<file path="src/rtl/rtc_irq_pkg.sv">
package rtc_irq_pkg;

  localparam int RATE_W = 4;
  localparam int EXP_W  = 4;

  typedef struct packed {
    logic per;
    logic alm;
    logic upd;
  } evt_flags_t;

  // Divider exponent for a rate code; 0 means periodic output is off.
  function automatic logic [EXP_W-1:0] rate_exp(input logic [RATE_W-1:0] code);
    logic [EXP_W-1:0] e;
    case (code)
      4'd0:    e = 4'd0;
      4'd1:    e = 4'd7;
      4'd2:    e = 4'd8;
      default: e = code - 4'd1;
    endcase
    return e;
  endfunction

endpackage

</file>
<file path="src/rtl/rtc_irq_divider.sv">
module rtc_irq_divider
  import rtc_irq_pkg::*;
#(
  parameter int CNT_W   = 15,
  parameter int SEL_W   = 3,
  parameter logic [SEL_W-1:0] RUN_SEL = 3'b010
) (
  input  logic              clk,
  input  logic              rst,
  input  logic              base_tick,
  input  logic [SEL_W-1:0]  div_sel,
  input  logic [RATE_W-1:0] rate_code,
  output logic              running,
  output logic              per_pulse,
  output logic              half_pulse
);

  logic [CNT_W-1:0] cnt;
  logic [EXP_W-1:0] exp_n;
  logic [CNT_W-1:0] full_mask;
  logic [CNT_W-1:0] half_mask;
  logic             rate_on;
  logic             per_hit;
  logic             half_hit;

  assign running = (div_sel == RUN_SEL);
  assign rate_on = (rate_code != '0);

  always_comb begin
    exp_n     = rate_exp(rate_code);
    full_mask = (CNT_W'(1) << exp_n) - CNT_W'(1);
    half_mask = (CNT_W'(1) << (exp_n - EXP_W'(1))) - CNT_W'(1);
    per_hit   = base_tick && running && rate_on && ((cnt & full_mask) == full_mask);
    half_hit  = base_tick && running && rate_on && ((cnt & half_mask) == half_mask);
  end

  always_ff @(posedge clk) begin
    if (rst || !running) begin
      cnt <= '0;
    end else if (base_tick) begin
      cnt <= cnt + CNT_W'(1);
    end
  end

  always_ff @(posedge clk) begin
    if (rst) begin
      per_pulse  <= 1'b0;
      half_pulse <= 1'b0;
    end else begin
      per_pulse  <= per_hit;
      half_pulse <= half_hit;
    end
  end

  a_r1_stopped_quiet: assert property (@(posedge clk) disable iff (rst)
    !running |=> (!per_pulse && !half_pulse && cnt == '0));

  a_r2_code_zero_quiet: assert property (@(posedge clk) disable iff (rst)
    (rate_code == '0) |=> !per_pulse);

  a_r3_period_on_half: assert property (@(posedge clk) disable iff (rst)
    per_pulse |-> half_pulse);

endmodule

</file>
<file path="src/rtl/rtc_irq_sqw.sv">
module rtc_irq_sqw
  import rtc_irq_pkg::*;
(
  input  logic              clk,
  input  logic              rst,
  input  logic              sqw_en,
  input  logic              running,
  input  logic [RATE_W-1:0] rate_code,
  input  logic              half_pulse,
  output logic              sqw
);

  logic allowed;
  assign allowed = sqw_en && running && (rate_code != '0);

  always_ff @(posedge clk) begin
    if (rst || !allowed) begin
      sqw <= 1'b0;
    end else if (half_pulse) begin
      sqw <= ~sqw;
    end
  end

  a_r9_disabled_low: assert property (@(posedge clk) disable iff (rst)
    !sqw_en |=> !sqw);

  a_r9_toggle_only_on_half: assert property (@(posedge clk) disable iff (rst)
    (allowed && !half_pulse) |=> $stable(sqw));

endmodule

</file>
<file path="src/rtl/rtc_irq_flags.sv">
module rtc_irq_flags
  import rtc_irq_pkg::*;
(
  input  logic       clk,
  input  logic       rst,
  input  logic       per_pulse,
  input  logic       alarm_evt,
  input  logic       update_evt,
  input  logic       per_en,
  input  logic       alm_en,
  input  logic       upd_en,
  input  logic       flag_rd,
  output evt_flags_t flags,
  output logic       irq
);

  evt_flags_t nxt;
  evt_flags_t ena;

  always_comb begin
    nxt     = flag_rd ? '0 : flags;
    nxt.per = nxt.per | per_pulse;
    nxt.alm = nxt.alm | alarm_evt;
    nxt.upd = nxt.upd | update_evt;
    ena     = '{per: per_en, alm: alm_en, upd: upd_en};
  end

  always_ff @(posedge clk) begin
    if (rst) begin
      flags <= '0;
      irq   <= 1'b0;
    end else begin
      flags <= nxt;
      irq   <= |(nxt & ena);
    end
  end

  a_r5_alarm_sticky: assert property (@(posedge clk) disable iff (rst)
    (flags.alm && !flag_rd) |=> flags.alm);

  a_r5_update_sticky: assert property (@(posedge clk) disable iff (rst)
    (flags.upd && !flag_rd) |=> flags.upd);

  a_r6_irq_has_source: assert property (@(posedge clk) disable iff (rst)
    irq |-> (flags != '0));

  a_r6_alarm_raises: assert property (@(posedge clk) disable iff (rst)
    (alarm_evt && alm_en) |=> irq);

  a_r8_read_clears: assert property (@(posedge clk) disable iff (rst)
    (flag_rd && !per_pulse && !alarm_evt && !update_evt) |=> (flags == '0 && !irq));

  a_r8_event_kept: assert property (@(posedge clk) disable iff (rst)
    (flag_rd && alarm_evt) |=> flags.alm);

endmodule

</file>
<file path="src/rtl/rtc_irq_unit.sv">
module rtc_irq_unit
  import rtc_irq_pkg::*;
#(
  parameter int CNT_W = 15,
  parameter int SEL_W = 3,
  parameter logic [SEL_W-1:0] RUN_SEL = 3'b010
) (
  input  logic              clk,
  input  logic              rst,
  input  logic              base_tick,
  input  logic              alarm_evt,
  input  logic              update_evt,
  input  logic [SEL_W-1:0]  div_sel,
  input  logic [RATE_W-1:0] rate_code,
  input  logic              per_en,
  input  logic              alm_en,
  input  logic              upd_en,
  input  logic              sqw_en,
  input  logic              flag_rd,
  output logic [7:0]        flag_reg,
  output logic              irq,
  output logic              sqw
);

  logic       running;
  logic       per_pulse;
  logic       half_pulse;
  evt_flags_t flags;

  rtc_irq_divider #(
    .CNT_W   (CNT_W),
    .SEL_W   (SEL_W),
    .RUN_SEL (RUN_SEL)
  ) u_div (
    .clk        (clk),
    .rst        (rst),
    .base_tick  (base_tick),
    .div_sel    (div_sel),
    .rate_code  (rate_code),
    .running    (running),
    .per_pulse  (per_pulse),
    .half_pulse (half_pulse)
  );

  rtc_irq_sqw u_sqw (
    .clk        (clk),
    .rst        (rst),
    .sqw_en     (sqw_en),
    .running    (running),
    .rate_code  (rate_code),
    .half_pulse (half_pulse),
    .sqw        (sqw)
  );

  rtc_irq_flags u_flags (
    .clk        (clk),
    .rst        (rst),
    .per_pulse  (per_pulse),
    .alarm_evt  (alarm_evt),
    .update_evt (update_evt),
    .per_en     (per_en),
    .alm_en     (alm_en),
    .upd_en     (upd_en),
    .flag_rd    (flag_rd),
    .flags      (flags),
    .irq        (irq)
  );

  assign flag_reg = {irq, flags.per, flags.alm, flags.upd, 4'b0000};

  a_r7_low_nibble_zero: assert property (@(posedge clk) disable iff (rst)
    $past(flag_rd) |-> (flag_reg[3:0] == 4'b0000));

endmodule

</file>
<file path="config.mk">
export PLATFORM = sky130hd
export DESIGN_NAME = rtc_irq_unit
export DESIGN_NICKNAME = d
export VERILOG_FILES = /design/src/rtl/rtc_irq_pkg.sv /design/src/rtl/rtc_irq_divider.sv /design/src/rtl/rtc_irq_sqw.sv /design/src/rtl/rtc_irq_flags.sv /design/src/rtl/rtc_irq_unit.sv
export SDC_FILE = /design/constraint.sdc
export NUM_CORES = 1
export LEC_CHECK = 0
export BUFFER_PORTS_ARGS = -buffer_cell sky130_fd_sc_hd__buf_2
export CAP_MARGIN = 20
export CORE_MARGIN = 4
export CORE_UTILIZATION = 57
export CTS_BUF_LIST = sky130_fd_sc_hd__clkbuf_8 sky130_fd_sc_hd__clkbuf_16
export CTS_CLUSTER_SIZE = 30
export DETAILED_ROUTE_END_ITERATION = 12
export GPL_ROUTABILITY_DRIVEN = 0
export PLACE_DENSITY = 0.77
export SLEW_MARGIN = 20
export SYNTH_ARGS = -nofsm -noshare
export SYNTH_HDL_FRONTEND = slang
export SYNTH_SLANG_ARGS = --single-unit
</file>
<file path="constraint.sdc">
create_clock -name clk -period 7.6 [get_ports clk]
set_input_delay 1.14 -clock clk [delete_from_list [all_inputs] [get_ports clk]]
set_output_delay 1.14 -clock clk [all_outputs]
set_load 0.1 [all_outputs]
</file>
After elaboration in Yosys (flattened, before gate mapping):

Index checks and enable logic that the tools add are counted.

* register bits after elaboration: 22
* input port bits: 17

* add/sub/neg operators: 5
* equal/unequal tests: 5
* shift operators: 2
* muxes and demuxes: 2
* bitwise operators: 7
* reduce and logical (&&, ||, !) cells: 13

Operator list (count)
* $and 15x15->15: 2
* $eq 15x15->1: 2
* $shl 1x4->15 const A: 2
* $sub 15x2->15 const B: 2
* $add 15x1->15 const B: 1
* $pmux 4 s3: 1
* $sub 4x1->4 const B: 2
* $logic_and 1x1->1: 6
* $eq 4x1->1 const B: 1
* $eq 4x2->1 const B: 1
* $logic_not 4->1: 1
* $reduce_bool 4->1: 1
* $and 3x3->3: 1
* $eq 3x2->1 const B: 1
* $mux 3: 1
* $or 1x1->1: 3
* $reduce_or 3->1: 1
* $logic_not 1->1: 2
* $logic_or 1x1->1: 2
* $not 1->1: 1

Logic depth before layout (Yosys ltp):

* depth after elaboration: 8
* depth in mapped cells: 16
* mapped depth without buffers: 13

Cells and area by module:

From an unflattened synthesis, not the netlist that was laid out.

* cell total of the unflattened synthesis: 289
* area total of the unflattened synthesis: 2220.9 µm²

Modules (own cells, without submodules)
* rtc_irq_divider: instances 1, cells each 265, area an instance 1976.9 µm², sequential area each 340.3 µm²
* rtc_irq_flags: instances 1, cells each 13, area an instance 145.1 µm², sequential area each 80.1 µm²
* rtc_irq_sqw: instances 1, cells each 5, area an instance 57.6 µm², sequential area each 20.0 µm²
* rtc_irq_unit: instances 1, cells each 6, area an instance 41.3 µm², sequential area each 0.0 µm²

Least setup slack after synthesis:

OpenSTA, ideal clock, no wires.

* kind: input port to flip-flop
* start point: input rate_code[0]
* end point: register u_div.half_pulse
* setup time: 0.116 ns
* arrival time: 3.877 ns
* data required time: 7.484 ns
* path slack: 3.606 ns
* stages on the path: 15
* buffers on the path: 2
* cell sequence: buf_6 -> inv_1 -> ha_1 -> mux2_2 -> o21ai_0 -> buf_2 -> nand3_1 -> and3_1 -> nand2_1 -> ha_1 -> nand2_1 -> a21oi_2 -> or4b_1 -> o221a_1 -> and4_1

* cells in the longest elaborated chain, start to end: 8
* elaborated cells between the ends (all ways): 13
* those cells by class: add/sub: 3; eq/ne: 3; shift: 1; mux: 1; bitwise: 1; reduce/logical: 4

Ends and longest elaborated chain
* start, declared: line rtc_irq_unit.sv:14 `input logic [RATE_W-1:0] rate_code,`
* $sub 4x1->4 (tied with other cells): line rtc_irq_pkg.sv:19 `default: e = code - 4'd1;`
* $pmux 4 s3: line rtc_irq_pkg.sv:15 `case (code)`
* $sub 4x1->4: line rtc_irq_divider.sv:32 `half_mask = (CNT_W'(1) << (exp_n - EXP_W'(1))) - CNT_W'(1);`
* $shl 1x4->15: line rtc_irq_divider.sv:32
* $sub 15x2->15: line rtc_irq_divider.sv:32
* $and 15x15->15: line rtc_irq_divider.sv:34 `half_hit = base_tick && running && rate_on && ((cnt & half_mask) == half_mask);`
* $eq 15x15->1: line rtc_irq_divider.sv:34
* $logic_and 1x1->1 (*): line rtc_irq_divider.sv:34
* end signal, assigned: line rtc_irq_divider.sv:51 `half_pulse <= half_hit;`
* end, declared: line rtc_irq_divider.sv:15 `output logic half_pulse`

Every way passes the cells marked *; elsewhere a longest branch is shown, timed or not.
A chain may end at the register's enable or synchronous reset.

Final worst setup path:

Same ends and word-level chain as after synthesis.

==> impl_metrics.ini <==
[critical_path]
critPathCaptureType = flop
crit_type = input pin to flop
worstPathArrival_ns = 4.39
cp.required_ns = 7.76
crit_fanout = 13
cpPeakStageDelay_ns = 0.44
critPathLaunchType = input pin
reg2reg_slack_ns = 5.70
crit_chain = buf_2 > inv_1 > ha_1 > mux2_2 > o21ai_0 > buf_4 > nand3_1 > and3_1 > nand2_1 > ha_1 > nand2_1 > a21oi_2 > or4b_1 > o221a_1 > and4_1
crit_slowest_cell = or4b_1

[timing]
period_minus_slack_ns = 4.227
worst_pin_slew_ns = 0.8464
slew_violations = 0
relSlewSlack_pct = 43.14
finClkSkew_ns = 0.003109
hold_viol_final = 0
max_clock_freq_ghz = 0.2366
whs_ns = 0.4997
fin_crit_sh_pct = 55.61
setup_violations = 0
tns_ns = 0
rsz0062_at_grt = false

[route]
ant_nets = 0
wire_per_inst_um = 16.49
drc = 0
drt_iter0_drc = 287
routed_via_density = 6.290
vias = 2189
drtPass1Iterations = 6
wl_um = 5738

[floorplanning]
row_count = 22
core_area_mm2 = 0.003716
dieWidth_um = 70.53
die_area_mm2 = 0.004974
floorplan.initialDensity_pct = 59.97
die_h_um = 70.53
num_io_pins = 27

[layout]
final_net_count = 325
area_delta_synth_final_pct = 5.952
final_cell_mix = nor2_1 (30), nand2_1 (23), a21oi_1 (22), buf_2 (22), dfxtp_1 (22)
layout_commonest_cell = nor2_1
insertedDiodeCount = 0
drive_gt1_share_pct = 18.33
fin_util_pct = 63.54

[clock_network]
cts_tree = done
clk_latency_ns = 0.26
post_cts_buffers = 0
root_buffer = clkbuf_8
cts.repair.resized = 0
clock_path_buffers = 2
cts_hold_buf = 0
clk_pin_slew_ns = 0.08
clock_sinks = 22
h-tree-depth = 1
numCtsBuffers = 3

[logic_synthesis]
synth_top_flop_cell = dfxtp_1
syn-cell-area_mm2 = 0.002228
ys_ff_latch = 22
syn_inst = 288
synth-edff-count = 0
yosysSeqAreaShare_pct = 19.76
postSynthAreaPerCell_um2 = 7.737
async_flop_share_pct = 0
synth_warnings = 0
synth_cell_types = 69

[status]
status = complete, no violations

[pwr]
p_per_area_mw_per_mm2 = 144.3
cellLeakagePower_nw = 0.8862
max-vdd-ir-drop_v = 0.0001068

[grt]
antenna_found_initial = 0
grt.overflow.total = 0
grt_max_degree = 18
grt_pass1_wl_um = 9604
grt_pass1_vias = 2002
grtUsageTotal_pct = 23.35

[hold_path]
min_path_type = flop to flop

[placement]
hpwl_um = 4409
io_buffers = 22

[flow_run]
maxCapViolCount = 0
-- power breakdown --
group	internal (mW)	switching, mW	leakage (nW)
Clock	0.0462	0.0377	0.0288
Sequential	0.116	0.000613	0.178
Combinational	0.0483	0.0915	0.679
-- critical path: cells and delay by family --
kind,cells,cell delay (ns)
AOI/OAI and AO/OA,3,0.48
and+or+nand+nor,6,1.27
buffers and inverters,3,0.53
adders and majority gates,2,0.58
muxes,1,0.36
-- final timing paths --
kind | start | to | depth (start not counted)
max reg2reg | u_div.cnt[4] | u_div.cnt[13] | 7
max | rate_code[0] | u_div.half_pulse | 15
min reg2reg | u_flags.flags[1] | u_flags.flags[1] | 2
min | u_flags.flags[1] | u_flags.flags[1] | 2
-- through the flow --
stage / total power [mW] / cells / worst slack (ns) / area, µm²
2_1_floorplan: 0.2353 / 291 / 3.606 / 2240
3_3_place_gp: 0.2554 / 344 / 3.250 / 2306
3_5_place_dp: 0.2567 / 344 / 3.159 / 2306
4_1_cts: 0.3404 / 348 / 3.437 / 2361
5_1_grt: 0.3592 / 348 / 3.106 / 2361
6_report: 0.3406 / 348 / 3.373 / 2361
-- sequential cells by signal (all words and copies together) (netlist names) --
signal            cells
u_div.cnt            15
u_div.per_pulse       1
u_flags.irq           1
u_sqw.sqw             1
u_div.half_pulse      1
u_flags.flags         3
-- area by class of cell --
class,count,area (µm²)
clock buffers,4,55.05
flip-flops and latches,22,440.4
fillers,334,1355
repair buffers,23,117.6
well taps,48,60.06
inverters,9,33.78
multi-input cells,242,1654
-- logic make-up (layout without fill, tap and decap cells) --
| family | after synthesis | after routing | synth area share, % |
|---|---|---|---|
| DFF | 22 | 22 | 19.76 |
| adders and majority gates | 7 | 7 | 3.930 |
| xor gates and xnor gates | 20 | 20 | 7.861 |
| muxes | 3 | 3 | 1.460 |
| AOI/OAI and AO/OA | 90 | 90 | 30.26 |
| buffers and inverters | 27 | 36 | 6.513 |
| and+or+nand+nor | 118 | 118 | 30.04 |
| other | 1 | 4 | 0.1683 |
-- synthesized netlist by cell type, drive strengths merged (2+ instances only) --
| cell type | number | share of area (%) |
|---|---|---|
| a2111oi | 5 | 2.2 |
| clkbuf | 5 | 0.84 |
| or2 | 4 | 1.2 |
| nor2b | 2 | 0.56 |
| nor2 | 31 | 5.6 |
| o2111ai | 2 | 0.79 |
| o211ai | 4 | 1.8 |
| xor2 | 12 | 4.7 |
| xnor2 | 8 | 3.1 |
| or3 | 11 | 3.1 |
| and2 | 3 | 0.84 |
| nor4 | 5 | 2.4 |
| a31o | 2 | 0.79 |
| o32a | 2 | 0.90 |
| a211o | 2 | 0.84 |
| nand2 | 23 | 3.9 |
| nand3b | 2 | 0.67 |
| nor3 | 5 | 1.8 |
| mux2 | 2 | 1.0 |
| buf | 13 | 4.2 |
| a31oi | 3 | 2.2 |
| a21boi | 2 | 0.67 |
| a21oi | 23 | 5.3 |
| and3 | 6 | 1.7 |
| o22ai | 2 | 0.56 |
| o22a | 3 | 1.2 |
| o221a | 2 | 1.0 |
| o21ai | 21 | 4.9 |
| a211oi | 7 | 2.9 |
| o21a | 2 | 0.67 |
| dfxtp | 22 | 20 |
| nand4 | 4 | 1.1 |
| nand3 | 6 | 1.3 |
| o221ai | 2 | 0.79 |
| ha | 7 | 3.9 |
| and4 | 2 | 0.79 |
| or4 | 2 | 0.84 |
| or4b | 2 | 0.90 |
| inv | 9 | 1.5 |
| nand2b | 7 | 2.0 |
-- metal layers --
metal / up-vias / track usage (%) / routed length [µm]
met2: 95 / 37.42 / 2571
met3: 10 / 4.029 / 560
met1: 996 / 32.81 / 2518
met5: - / 0 / 0
li1: 1088 / - / -
met4: 0 / 4.894 / 88
No activity file was read; power rests on OpenSTA's default activity.
